<file path="src/rtl/mul_slave.sv">
module mul_slave #(
  parameter int OPW = 16,
  parameter int AW  = 4,
  parameter int LAT = 10
) (
  input  logic               clk,
  input  logic               rst_n,
  input  logic [AW-1:0]      addr,
  input  logic               wr_en,
  input  logic               rd_en,
  input  logic [OPW-1:0]     wdata,
  output logic [2*OPW-1:0]   rdata,
  output logic               ready
);
  localparam int RW = 2 * OPW;
  localparam int CW = $clog2(LAT + 1);
  localparam logic [AW-1:0] A_ADR = AW'(0);
  localparam logic [AW-1:0] B_ADR = AW'(1);
  localparam logic [AW-1:0] R_ADR = AW'(2);

  logic signed [OPW-1:0] opa, opb;
  logic signed [RW-1:0]  res;
  logic                  busy, hold;
  logic [CW-1:0]         left;

  wire sel_a  = addr == A_ADR;
  wire sel_b  = addr == B_ADR;
  wire rd_res = rd_en & (addr == R_ADR);
  wire start  = rd_res & ~busy & ~hold;

  assign ready = ~busy & ~(rd_res & ~hold);

  always_ff @(posedge clk or negedge rst_n) begin
    if (!rst_n) begin
      opa  <= '0;
      opb  <= '0;
      res  <= '0;
      busy <= 1'b0;
      hold <= 1'b0;
      left <= '0;
    end else begin
      hold <= 1'b0;
      if (wr_en && ready && sel_a) opa <= wdata;
      if (wr_en && ready && sel_b) opb <= wdata;
      if (start) begin
        busy <= 1'b1;
        left <= CW'(LAT - 1);
      end else if (busy) begin
        if (left == CW'(1)) begin
          busy <= 1'b0;
          hold <= 1'b1;
          res  <= opa * opb;
        end else begin
          left <= left - CW'(1);
        end
      end
    end
  end

  always_comb begin
    rdata = '0;
    if (rd_en) begin
      if (sel_a)             rdata = {{OPW{opa[OPW-1]}}, opa};
      else if (sel_b)        rdata = {{OPW{opb[OPW-1]}}, opb};
      else if (rd_res && hold) rdata = res;
    end
  end
endmodule

</file>
<file path="config.mk">
export PLATFORM = sky130hd
export DESIGN_NAME = mul_slave
export DESIGN_NICKNAME = d
export VERILOG_FILES = /design/src/rtl/mul_slave.sv
export SDC_FILE = /design/constraint.sdc
export NUM_CORES = 1
export LEC_CHECK = 0
export ABC_CLOCK_PERIOD_IN_PS = 9000
export BUFFER_PORTS_ARGS = -buffer_cell sky130_fd_sc_hd__buf_2
export CORE_UTILIZATION = 41
export CTS_BUF_LIST = sky130_fd_sc_hd__clkbuf_8
export DETAILED_ROUTE_END_ITERATION = 16
export GPL_TIMING_DRIVEN = 1
export PLACE_DENSITY_LB_ADDON = 0.12
export SKIP_CTS_REPAIR_TIMING = 1
export SLEW_MARGIN = 5
export SYNTH_ARGS = -nofsm -noshare
export SYNTH_HDL_FRONTEND = slang
export SYNTH_SLANG_ARGS = --single-unit
</file>
<file path="constraint.sdc">
create_clock -name clk -period 9 [get_ports clk]
set_input_delay 0.45 -clock clk [delete_from_list [all_inputs] [get_ports clk]]
set_output_delay 0.45 -clock clk [all_outputs]
set_load 0.01 [all_outputs]
</file>
==> results.sh <==
export IMPL_ys_types=55
export IMPL_synth_area_leader_cell="fa_1"
export IMPL_status="finished, final reports clean"
export IMPL_num_vias=9210
export IMPL_maxSlewHeadroom_pct=21.56
export IMPL_drc=0
export IMPL_ys_ff_latch=70
export IMPL_rsz0062_at_grt="false"
export IMPL_end_kind="register"
export IMPL_worst_skew_pair_late_latency_ns=0.35
export IMPL_worst_slew_pin_slew_ns=1.169
export IMPL_syn_nets=1769
export IMPL_synth_area_top_cells="fa_1, dfrtp_1, inv_1, ha_1, and2_1"
export IMPL_setup_violations=0
export IMPL_ys_warn_count=0
export IMPL_post_dp_hpwl_mm=25.93
export IMPL_stdcell_area_um2=13840
export IMPL_first_pass_iters=5
export IMPL_postPlaceCellArea_um2=13670
export IMPL_worstPathMaxFanout=18
export IMPL_synth_top_area_share_pct=40.25
export IMPL_final_cells=1820
export IMPL_clock_sinks=70
export IMPL_reg2reg_depth=19
export IMPL_grt_pass1_vias=9950
export IMPL_final_nets=1789
export IMPL_async_flop_share_pct=100.0
export IMPL_io_buffers=56
export IMPL_cts_root_buf="clkbuf_8"
export IMPL_required_ns=9.20
export IMPL_dieArea_um2=32500
export IMPL_grt_remaining_overflow=0
export IMPL_crit_arrival_ns=7.05
export IMPL_clkTransAtPathRegs_ns=0.07
export IMPL_maxSlewViolCount=0
export IMPL_rows=64
export IMPL_critPathLaunch="opb[4]"
export IMPL_hp_class="primary input to async pin"
export IMPL_max_cap_violations=0
export IMPL_gp_congestion=0.8012
export IMPL_ys_flop_type="dfrtp_1"
export IMPL_synth_area_um2=13030
export IMPL_start_kind="register"
export IMPL_initial_utilization_pct=42.16
export IMPL_grt_total_usage_pct=21.70
export IMPL_ant_nets=0
export IMPL_io_pins=57
export IMPL_grt_max_degree=71
export IMPL_finalWirelength_mm=33.06
export IMPL_period_minus_slack_ns=6.857
export IMPL_via_per_inst=5.060
export IMPL_skew_ns=0.006301
export IMPL_r2r_slack_ns=2.14
export IMPL_place_inst=1804
export IMPL_mostFrequentLayoutCells="inv_1, fa_1, nand2_1"
export IMPL_finalHoldViolCount=0
export IMPL_h_tree_depth=3
export IMPL_n_fill_cell=3081
export IMPL_grt_pass1_wl_mm=54.79
export IMPL_worstSetupPathType="register to register"
export IMPL_syn2layout_area_growth_pct=6.203
export IMPL_die_y_um=180.3
export IMPL_seq_area_frac_synth_pct=13.44
export IMPL_drt_iter0_drc=475
export IMPL_cts_buffer_depth=2
export IMPL_final_common_cell="inv_1"
export IMPL_synth_edf_count=0
export IMPL_routedWlPerCell_um=18.16
export IMPL_final_util_pct=44.77
export IMPL_period_share_pct=76.19
export IMPL_fmax_mhz=145.8
export IMPL_die_w_um=180.3
export IMPL_drive_above_1_share_pct=8.855
export IMPL_syn_instance_count=1399
export IMPL_synth_avg_cell_area_um2=9.314
export IMPL_finalSetupTns_ns=0
export IMPL_cts_buffers=9
export IMPL_r2r_start="opb[4]"
export IMPL_grt_antenna_before_repair=2
export IMPL_rr_endpoint="res[31]"
export IMPL_cts_tree="yes"
export IMPL_design_core_area_um2=30910
routing by layer:
| metal | share of wire [%] | track usage (%) | vias to the layer above |
|---|---|---|---|
| li1 | - | - | 4268 |
| met1 | 45 | 30.00 | 4768 |
| met2 | 50 | 36.65 | 148 |
| met3 | 3.5 | 2.789 | 24 |
| met4 | 1.3 | 4.205 | 2 |
| met5 | 0.039 | 0 | - |
how the worst max path moves through the flow:
stage / endpoint / depth (start not counted) / slack (ns)
floorplan: res[28] / 21 / 2.77
global placement: res[31] / 19 / 2.36
detailed placement: res[29] / 19 / 2.24
CTS: res[31] / 19 / 2.21
global route: res[29] / 19 / 1.82
finish: res[31] / 19 / 2.14
final cells by class:
| class | count | area, um2 | share of cell area [%] |
|---|---|---|---|
| Multi-Input combinational cell | 953 | 9864 | 71.28 |
| Sequential cell | 70 | 1752 | 12.66 |
| Inverter | 318 | 1194 | 8.626 |
| Tap cell | 396 | 495.5 | 3.580 |
| Timing Repair Buffer | 67 | 362.8 | 2.622 |
| Clock buffer | 11 | 151.4 | 1.094 |
| Clock inverter | 4 | 16.27 | 0.1175 |
| Antenna cell | 1 | 2.502 | 0.01808 |
cells in the mapped netlist, types with 2 or more instances:
| master | count |
|---|---|
| a211o_1 | 2 |
| nand3_2 | 2 |
| and2_1 | 125 |
| nand2b_1 | 9 |
| fa_1 | 262 |
| o21ai_0 | 37 |
| a21o_1 | 8 |
| a222oi_1 | 15 |
| nor3_1 | 10 |
| xnor2_1 | 25 |
| clkbuf_1 | 54 |
| buf_2 | 4 |
| o21bai_1 | 3 |
| nand3_1 | 6 |
| a211oi_1 | 5 |
| a21o_2 | 2 |
| o21ai_1 | 13 |
| inv_1 | 318 |
| nand4_1 | 2 |
| nor2b_1 | 17 |
| dfrtp_1 | 70 |
| a31oi_1 | 2 |
| nor2_1 | 25 |
| mux2_2 | 32 |
| a21oi_1 | 43 |
| nand2_1 | 187 |
| xor2_1 | 9 |
| or3_1 | 2 |
| ha_1 | 84 |
logic make-up (layout without fill, tap and decap cells):
family,after synthesis,in the layout,share of synthesized area (%)
flops,70,70,13.44
other cells,0,1,0
simple gates,395,395,15.03
mux,32,32,2.766
compound gates,146,146,7.288
xor+xnor,34,34,2.285
buf+inv,376,400,10.87
fa+ha+maj,346,346,48.32
stage by stage:
stage                     hold WS [ns]  setup WS, ns
final                           0.2917         2.143
after global routing            0.3384         1.822
after CTS                       0.3275         2.209
after detailed placement        0.4666         2.243
after global placement          0.4577         2.359
after floorplan                 0.1544         2.774
critical path, cell delays in order, from the launching register on:
cell	delay, ns
dfrtp_1	0.81
nand2_1	0.22
inv_1	0.17
fa_1	0.50
fa_1	0.74
inv_1	0.18
fa_1	0.45
fa_1	0.54
inv_1	0.05
fa_1	0.55
fa_1	0.41
ha_1	0.36
nand4_1	0.15
nor2_1	0.37
nand3_1	0.13
a21oi_1	0.31
o221ai_1	0.29
o21ai_1	0.22
xnor2_1	0.13
o21ai_0	0.09
sequential cells by signal, indices dropped and copies added, names as in the netlist:
register  flops
left          4
opa          16
busy          1
hold          1
res          32
opb          16
Power is left out: the tool's default activity adds up to more than one toggle a clock period on the data nets, which glitch-free logic cannot reach.
